File: src/rtl/ifd_pkg.sv
package ifd_pkg;

  typedef enum logic [3:0] {
    ALU_ADD      = 4'd0,
    ALU_SUB      = 4'd1,
    ALU_AND      = 4'd2,
    ALU_OR       = 4'd3,
    ALU_NOR      = 4'd4,
    ALU_XOR      = 4'd5,
    ALU_SLT      = 4'd6,
    ALU_SLTU     = 4'd7,
    ALU_ADD_TRAP = 4'd8,
    ALU_SUB_TRAP = 4'd9
  } alu_op_e;

  localparam int OPC_W = 6;
  localparam int FN_W  = 6;

  localparam logic [OPC_W-1:0] OPC_REG   = 6'd0;
  localparam logic [OPC_W-1:0] OPC_ADDI  = 6'd8;
  localparam logic [OPC_W-1:0] OPC_ADDIU = 6'd9;
  localparam logic [OPC_W-1:0] OPC_SLTI  = 6'd10;
  localparam logic [OPC_W-1:0] OPC_SLTIU = 6'd11;
  localparam logic [OPC_W-1:0] OPC_ANDI  = 6'd12;
  localparam logic [OPC_W-1:0] OPC_ORI   = 6'd13;
  localparam logic [OPC_W-1:0] OPC_XORI  = 6'd14;
  localparam logic [OPC_W-1:0] OPC_LOAD  = 6'd35;
  localparam logic [OPC_W-1:0] OPC_STORE = 6'd43;

  localparam logic [FN_W-1:0] FN_MULT  = 6'd24;
  localparam logic [FN_W-1:0] FN_MULTU = 6'd25;
  localparam logic [FN_W-1:0] FN_DIV   = 6'd26;
  localparam logic [FN_W-1:0] FN_DIVU  = 6'd27;
  localparam logic [FN_W-1:0] FN_ADD   = 6'd32;
  localparam logic [FN_W-1:0] FN_ADDU  = 6'd33;
  localparam logic [FN_W-1:0] FN_SUB   = 6'd34;
  localparam logic [FN_W-1:0] FN_SUBU  = 6'd35;
  localparam logic [FN_W-1:0] FN_AND   = 6'd36;
  localparam logic [FN_W-1:0] FN_OR    = 6'd37;
  localparam logic [FN_W-1:0] FN_NOR   = 6'd39;
  localparam logic [FN_W-1:0] FN_XOR   = 6'd40;
  localparam logic [FN_W-1:0] FN_SLT   = 6'd42;
  localparam logic [FN_W-1:0] FN_SLTU  = 6'd43;

  typedef struct packed {
    logic    reg_we;
    logic    dst_rd;
    logic    mem_rd;
    logic    mem_wr;
    logic    md_start;
    logic [1:0] md_op;
    logic    illegal;
    logic    sext;
    alu_op_e alu_op;
  } ctrl_t;

endpackage

File: src/rtl/ifd_imm_ext.sv
module ifd_imm_ext #(
  parameter int IMM_W  = 16,
  parameter int DATA_W = 32
) (
  input  logic [IMM_W-1:0]  imm_i,
  input  logic              sext_i,
  output logic [DATA_W-1:0] imm_o
);
  localparam int PAD_W = DATA_W - IMM_W;

  logic fill;
  assign fill = sext_i & imm_i[IMM_W-1];

  generate
    if (PAD_W > 0) begin : g_pad
      assign imm_o = {{PAD_W{fill}}, imm_i};
    end else begin : g_nopad
      assign imm_o = imm_i[DATA_W-1:0];
    end
  endgenerate
endmodule

File: src/rtl/ifd_ctrl.sv
module ifd_ctrl
  import ifd_pkg::*;
#(
  parameter int REG_W = 5
) (
  input  logic             valid_i,
  input  logic [OPC_W-1:0] opcode_i,
  input  logic [FN_W-1:0]  funct_i,
  input  logic [REG_W-1:0] rd_i,
  input  logic [REG_W-1:0] shamt_i,
  output ctrl_t            ctrl_o
);
  ctrl_t raw;

  // Table decode of the opcode and funct groups.
  always_comb begin
    raw        = '0;
    raw.sext   = 1'b1;
    raw.alu_op = ALU_ADD;
    case (opcode_i)
      OPC_REG: begin
        if (shamt_i != '0) begin
          raw.illegal = 1'b1;
        end else begin
          raw.reg_we = 1'b1;
          raw.dst_rd = 1'b1;
          case (funct_i)
            FN_ADD:  raw.alu_op = ALU_ADD_TRAP;
            FN_ADDU: raw.alu_op = ALU_ADD;
            FN_SUB:  raw.alu_op = ALU_SUB_TRAP;
            FN_SUBU: raw.alu_op = ALU_SUB;
            FN_AND:  raw.alu_op = ALU_AND;
            FN_OR:   raw.alu_op = ALU_OR;
            FN_NOR:  raw.alu_op = ALU_NOR;
            FN_XOR:  raw.alu_op = ALU_XOR;
            FN_SLT:  raw.alu_op = ALU_SLT;
            FN_SLTU: raw.alu_op = ALU_SLTU;
            FN_MULT, FN_MULTU, FN_DIV, FN_DIVU: begin
              raw.reg_we = 1'b0;
              raw.dst_rd = 1'b0;
              if (rd_i != '0) begin
                raw.illegal = 1'b1;
              end else begin
                raw.md_start = 1'b1;
                raw.md_op    = funct_i[1:0];
              end
            end
            default: raw.illegal = 1'b1;
          endcase
        end
      end
      OPC_ADDI:  begin raw.reg_we = 1'b1; raw.alu_op = ALU_ADD_TRAP; end
      OPC_ADDIU: begin raw.reg_we = 1'b1; raw.alu_op = ALU_ADD;      end
      OPC_SLTI:  begin raw.reg_we = 1'b1; raw.alu_op = ALU_SLT;      end
      OPC_SLTIU: begin raw.reg_we = 1'b1; raw.alu_op = ALU_SLTU;     end
      OPC_ANDI:  begin raw.reg_we = 1'b1; raw.alu_op = ALU_AND; raw.sext = 1'b0; end
      OPC_ORI:   begin raw.reg_we = 1'b1; raw.alu_op = ALU_OR;  raw.sext = 1'b0; end
      OPC_XORI:  begin raw.reg_we = 1'b1; raw.alu_op = ALU_XOR; raw.sext = 1'b0; end
      OPC_LOAD:  begin raw.reg_we = 1'b1; raw.mem_rd = 1'b1; end
      OPC_STORE: begin raw.mem_wr = 1'b1; end
      default:   raw.illegal = 1'b1;
    endcase
  end

  // Qualification: idle slots and illegal words carry no side effect.
  always_comb begin
    ctrl_o = raw;
    if (!valid_i) begin
      ctrl_o      = '0;
      ctrl_o.sext = raw.sext;
    end else if (raw.illegal) begin
      ctrl_o         = '0;
      ctrl_o.illegal = 1'b1;
      ctrl_o.sext    = raw.sext;
    end
  end

  always_comb begin
    assert_illegal_no_strobe_R10: assert (!(ctrl_o.illegal &&
      (ctrl_o.reg_we || ctrl_o.mem_rd || ctrl_o.mem_wr || ctrl_o.md_start)));
    assert_md_needs_zero_rd_R9: assert (!(ctrl_o.md_start && rd_i != '0));
  end
endmodule

File: src/rtl/insn_field_decoder.sv
module insn_field_decoder
  import ifd_pkg::*;
#(
  parameter int DATA_W = 32,
  parameter int REG_W  = 5,
  parameter int IMM_W  = 16
) (
  input  logic              insn_valid_i,
  input  logic [DATA_W-1:0] insn_i,
  output logic [REG_W-1:0]  rs_o,
  output logic [REG_W-1:0]  rt_o,
  output logic [REG_W-1:0]  rd_o,
  output logic [DATA_W-1:0] imm_o,
  output logic [3:0]        alu_op_o,
  output logic              reg_we_o,
  output logic              dst_rd_o,
  output logic              mem_rd_o,
  output logic              mem_wr_o,
  output logic              md_start_o,
  output logic [1:0]        md_op_o,
  output logic              illegal_o
);
  localparam int OPC_LSB = DATA_W - OPC_W;
  localparam int RS_LSB  = OPC_LSB - REG_W;
  localparam int RT_LSB  = RS_LSB - REG_W;
  localparam int RD_LSB  = RT_LSB - REG_W;
  localparam int SH_LSB  = RD_LSB - REG_W;

  logic [OPC_W-1:0] opcode;
  logic [FN_W-1:0]  funct;
  logic [REG_W-1:0] shamt;
  ctrl_t            ctrl;

  assign opcode = insn_i[DATA_W-1:OPC_LSB];
  assign rs_o   = insn_i[OPC_LSB-1:RS_LSB];
  assign rt_o   = insn_i[RS_LSB-1:RT_LSB];
  assign rd_o   = insn_i[RT_LSB-1:RD_LSB];
  assign shamt  = insn_i[RD_LSB-1:SH_LSB];
  assign funct  = insn_i[FN_W-1:0];

  ifd_ctrl #(.REG_W(REG_W)) u_ctrl (
    .valid_i  (insn_valid_i),
    .opcode_i (opcode),
    .funct_i  (funct),
    .rd_i     (rd_o),
    .shamt_i  (shamt),
    .ctrl_o   (ctrl)
  );

  ifd_imm_ext #(.IMM_W(IMM_W), .DATA_W(DATA_W)) u_imm (
    .imm_i  (insn_i[IMM_W-1:0]),
    .sext_i (ctrl.sext),
    .imm_o  (imm_o)
  );

  assign alu_op_o   = ctrl.alu_op;
  assign reg_we_o   = ctrl.reg_we;
  assign dst_rd_o   = ctrl.dst_rd;
  assign mem_rd_o   = ctrl.mem_rd;
  assign mem_wr_o   = ctrl.mem_wr;
  assign md_start_o = ctrl.md_start;
  assign md_op_o    = ctrl.md_op;
  assign illegal_o  = ctrl.illegal;

  always_comb begin
    assert_idle_quiet_R11: assert (insn_valid_i || !(reg_we_o || dst_rd_o ||
      mem_rd_o || mem_wr_o || md_start_o || illegal_o));
    assert_store_no_we_R7: assert (!(mem_wr_o && reg_we_o));
    assert_md_no_we_R8: assert (!(md_start_o && reg_we_o));
    assert_one_side_effect_R10: assert ($onehot0({mem_rd_o, mem_wr_o, md_start_o, illegal_o}));
    assert_logic_imm_zext_R3: assert (!(opcode inside {OPC_ANDI, OPC_ORI, OPC_XORI}) ||
      imm_o[DATA_W-1:IMM_W] == '0);
    assert_rd_dest_writes_R4: assert (!dst_rd_o || reg_we_o);
  end
endmodule

File: config.mk
export PLATFORM = sky130hd
export DESIGN_NAME = insn_field_decoder
export DESIGN_NICKNAME = d
export VERILOG_FILES = /design/src/rtl/ifd_pkg.sv /design/src/rtl/ifd_imm_ext.sv /design/src/rtl/ifd_ctrl.sv /design/src/rtl/insn_field_decoder.sv
export SDC_FILE = /design/constraint.sdc
export NUM_CORES = 1
export LEC_CHECK = 0
export BUFFER_PORTS_ARGS = -buffer_cell sky130_fd_sc_hd__buf_2
export CAP_MARGIN = 40
export CORE_MARGIN = 4
export CORE_UTILIZATION = 36
export DETAILED_ROUTE_END_ITERATION = 10
export PLACE_DENSITY = 0.86
export SKIP_LAST_GASP = 1
export SYNTH_ARGS = -nofsm -noshare
export SYNTH_HDL_FRONTEND = slang
export SYNTH_HIERARCHICAL = 1
export SYNTH_SLANG_ARGS = --single-unit
export TNS_END_PERCENT = 1
File: constraint.sdc
create_clock -name vclk -period 1.65
set_clock_uncertainty 0.05 [all_clocks]
set_input_delay 0.165 -clock vclk [all_inputs]
set_output_delay 0.165 -clock vclk [all_outputs]
set_load 0.1 [all_outputs]
==> results of run 1 <==
[repair_timing]
item                                    CTS  global route
endpoints found under the setup margin   10            26
gates cloned                              0             0
gates resized for setup                   4             2
[cell usage after synthesis (all sizes together)]
library cell	count
nand2b	2
a32oi	1
nand3	5
and3	2
nand3b	1
and2	5
xor2	2
nand4bb	1
and2b	3
nand4	1
nor2b	2
o21ai	6
a21oi	1
a22oi	3
buf	50
o2bb2ai	2
a221o	1
nor4b	1
xnor2	1
and3b	1
or4	1
nand4b	1
nor2	9
nor4	2
inv	3
a211oi	1
a31oi	2
or3b	1
and4	1
nor3	3
nand2	4
[layer usage]
layer	wire [um]	part of all wire [%]
met2	1510	55
met3	269	9.8
met1	966	35
met5	0	0
met4	10	0.36
[power breakdown]
part | total [mW] | internal [mW] | switching, mW
Clock | 0 | 0 | 0
Combinational | 0.712 | 0.190 | 0.522
Sequential | 0 | 0 | 0
Total | 0.712 | 0.190 | 0.522
[how the worst max path moves through the flow]
stage | cells after the start | end | slack (ns) | start
5_1_grt | 7 | reg_we_o | -0.20 | insn_i[11]
3_3_place_gp | 8 | alu_op_o[1] | -0.17 | insn_i[9]
4_1_cts | 7 | reg_we_o | -0.14 | insn_i[11]
2_1_floorplan | 3 | mem_wr_o | -0.29 | insn_i[28]
6_report | 7 | reg_we_o | -0.16 | insn_i[11]
3_5_place_dp | 8 | alu_op_o[1] | -0.22 | insn_i[9]
[cell families (layout without fill, tap and decap cells)]
| logic type | count (synthesis) | after routing | synth area share (%) |
|---|---|---|---|
| buffers and inverters | 53 | 94 | 46.8 |
| AND/OR/NAND/NOR | 46 | 46 | 35.4 |
| XOR/XNOR | 3 | 3 | 3.25 |
| AO/OA/AOI/OAI | 17 | 17 | 14.5 |
[through the flow]
stage / hold slack [ns] / TNS (ns)
2_1_floorplan: 0.394 / -1.58
3_3_place_gp: 0.281 / -0.991
3_5_place_dp: 0.281 / -1.35
4_1_cts: 0.281 / -0.958
5_1_grt: 0.280 / -2.28
6_report: 0.280 / -0.817
[area by class of cell]
type               instances  area share [%]
repair buffers            91            60.9
multi-input cells         66            36.1
inverters                  3           0.744
well taps                 27            2.23
==> reports/qor.yml, run 1 <==
post-route-util_pct: 74.1
grt_use_met3_pct: 2.56
vdd_drop_max_v: 0.000304
wire_per_inst_um: 14.7
drv_slew: 0
tightest_slew_ns: 0.501
drc: 0
hold_path_end: "rt_o[2]"
fp-row-count: 16
grt_max_degree: 17
arrival_ns: 1.59
met1_usage_pct: 17.5
seq_cell_count: 0
synth_area_leader_cell: "buf_4"
path_cells: "buf_2 -> or4_4 -> nor3_4 -> a31oi_1 -> o21ai_2 -> and3_4 -> buf_12"
slowest_stage: "or4_4"
detail_route.first_pass.iterations: 4
setup_viol: 10
register_area_um2: 0
final_common_cell: "buf_2"
drive_above_1_share_pct: 70.6
hp-class: "input port to output pin"
busiest_layer: "met2"
fp.dieH_um: 55.4
area_growth_pct: 86.9
start_util_pct: 39.6
path_delay_family: "simple AND/OR/NAND/NOR gates"
die-width_um: 55.4
cts_hold_buf: 0
synth_area_leaders: "buf_4, nor2_1, and2_1"
path_buf_inv: 2
cp_max_fo: 2
whs_path_depth: 0
nFillCells: 144
overflow: 0
relSlewSlack_pct: 66.8
max_cap_violations: 0
place_congestion: 0.842
grtUsageTotal_pct: 16.3
cpPeakStageDelay_ns: 0.55
num_vias: 956
hp-start: "insn_i[18]"
dp_hpwl_um: 2450
place.port_buffers: 72
met2_usage_pct: 34.1
period_minus_slack_ns: 1.81
yosys.area.top_type_share_pct: 43.6
netlist_area_um2: 810
dieArea_mm2: 0.00307
routed_via_density: 5.11
hold_viol: 0
core_area_mm2: 0.00204
syn_inst: 119
drt_wl_total_um: 2750
fmax_mhz: 554
fin_ws_ns: -0.155
powerDensity_mw_per_mm2: 471
grt_pass1_wl_um: 4310
dpl.cell_count: 187
rsz0062_at_grt: "yes"
power.total_mw: 0.712
critPathCaptureType: "output pin"
final_cell_mix: "buf_2, buf_12, buf_4, nand3_1, o21ai_0"
fin_area_mm2: 0.00151
syn_avg_cell_area_um2: 6.80
ys_types: 36
nets: 195
synth-seq-area-share_pct: 0
grt_pass1_vias: 920
critPathKind: "input port to output pin"
violations: "setup timing"
place_area_mm2: 0.00148
outcome: "complete, but fails checks"
syn_nets: 152
worst_setup_path_start_kind: "input port"
antenna_found_initial: 0
drt_iter0_drc: 24
finalCritPeriodShare_pct: 109
fin_cells: 187
multiInputGateArea_um2: 547
diodes: 0
ys.warnings.count: 6
place_ws_ns: -0.224
ant_nets: 0
cts_setup_buffers: 0
p_leak_nw: 0.682
ios: 92
cp.required_ns: 1.43
clock_buffers: 0
Note: power is estimated with default switching activity, not from simulation.
==> run 2, diff against run 1 <==
Settings changed: CORE_MARGIN 4 to 2.
==> reports/qor.yml, run 2 (synthesized netlist as in run 1, its figures left out) <==
outcome: "complete, but fails checks"
p_leak_nw: 0.665  # -2.5%
seq_cell_count: 0  # unchanged
fp.dieH_um: 51.4  # -7.2%
clock_buffers: 0  # unchanged
whs_path_depth: 0  # unchanged
overflow: 0  # unchanged
fmax_mhz: 547  # -1.3%
cts_setup_buffers: 0  # unchanged
place_congestion: 0.780  # -7.4%
setup_viol: 10  # unchanged
drive_above_1_share_pct: 69.4  # -1.2 points
hp-class: "input port to output pin"
grt_pass1_vias: 874  # -5.0%
routed_via_density: 5.03  # -1.6%
place.port_buffers: 72  # unchanged
grt_pass1_wl_um: 4050  # -6.1%
diodes: 0  # unchanged
fp-row-count: 17  # +1
antenna_found_initial: 0  # unchanged
detail_route.first_pass.iterations: 4  # unchanged
rsz0062_at_grt: "yes"
max_cap_violations: 0  # unchanged
cp_max_fo: 3  # +1
vdd_drop_max_v: 0.000293  # -3.5%
register_area_um2: 0  # unchanged
holdWs_ns: 0.280  # -0.0000850 ns
period_minus_slack_ns: 1.83  # +0.0244 ns
dp_hpwl_um: 2430  # -0.74%
grtUsageTotal_pct: 19.8  # +3.5 points
num_vias: 931  # -2.6%
place_area_mm2: 0.00146  # -1.4%
ios: 92  # unchanged
violations: "setup timing"
hold_viol: 0  # unchanged
worst_setup_path_start_kind: "input port"
dieArea_mm2: 0.00264  # -14%
tightest_slew_ns: 0.505  # +0.00405 ns
hp-start: "insn_i[22]"
drc: 0  # unchanged
nets: 192  # -1.5%
drt_wl_total_um: 2880  # +4.7%
cts_hold_buf: 0  # unchanged
drv_slew: 0  # unchanged
finalCritPeriodShare_pct: 111  # +1.5 points
area_growth_pct: 82.4
grt_max_degree: 17  # unchanged
drt_iter0_drc: 10  # -58%
powerDensity_mw_per_mm2: 479  # +1.8%
arrival_ns: 1.61  # +0.02 ns
core_area_mm2: 0.00217  # +6.2%
relSlewSlack_pct: 66.6  # -0.27 points
cp.required_ns: 1.43  # about the same
fin_area_mm2: 0.00148  # -2.4%
critPathKind: "input port to output pin"
hold_path_end: "rs_o[1]"
fin_ws_ns: -0.180  # -0.0244 ns
start_util_pct: 37.3  # -2.3 points
final_common_cell: "buf_2"
wire_per_inst_um: 15.6  # +5.9%
ant_nets: 0  # unchanged
final_cell_mix: "buf_2, buf_12, buf_4, nand3_1, o21ai_0"
die-width_um: 51.4  # -7.2%
critPathCaptureType: "output pin"
-- run 2: power breakdown --
group	switching (mW)	total, mW	internal (mW)
logic	0.523	0.707	0.184
clock network	0	0	0
registers	0	0	0
total	0.523	0.707	0.184
-- run 2: what timing repair did --
action | 4_1_cts | 5_1_grt
cloned | 0 | 0
endpoints found under the setup margin | 10 | 26
resized for setup | 2 | 2
-- run 2: worst max-delay path, cell delays in order --
cell and delay (ns):
buf_2 0.12, or4_4 0.54, nor3_4 0.14, a31oi_1 0.08, o21ai_2 0.18, and3_4 0.22
buf_12 0.17
-- run 2: area by class of cell --
class | count | area, um^2
inverter | 3 | 11.3
multi-input combinational | 66 | 532
tap | 28 | 35.0
timing repair buffer | 88 | 898
fill | 152 | 693
-- run 2: worst max path at each step --
| stage | startpoint | to | slack [ns] | cells after the start |
|---|---|---|---|---|
| floorplan | insn_i[28] | mem_wr_o | -0.29 | 3 |
| global placement | insn_i[9] | alu_op_o[0] | -0.14 | 8 |
| detailed placement | insn_i[9] | alu_op_o[3] | -0.18 | 8 |
| CTS | insn_i[11] | reg_we_o | -0.16 | 7 |
| global route | insn_i[11] | reg_we_o | -0.25 | 7 |
| finish | insn_i[11] | reg_we_o | -0.18 | 7 |
-- run 2: per-layer routing --
layer,vias up,routed length (um),global-route usage (%)
met3,12,288,5.26
li1,443,-,-
met2,61,1640,40.6
met1,415,885,17.7
met4,0,67,7.89
met5,-,0,0
-- run 2: per-stage QoR --
step	worst slack (ns)	utilization, %	std cells	TNS, ns	total power, mW
2_1_floorplan	-0.294	-	119	-1.58	0.660
3_3_place_gp	-0.142	67.4	185	-0.896	0.688
3_5_place_dp	-0.184	67.4	185	-1.21	0.703
4_1_cts	-0.158	67.7	185	-1.05	0.704
5_1_grt	-0.253	68.1	185	-1.89	0.725
6_report	-0.180	68.1	185	-0.957	0.707
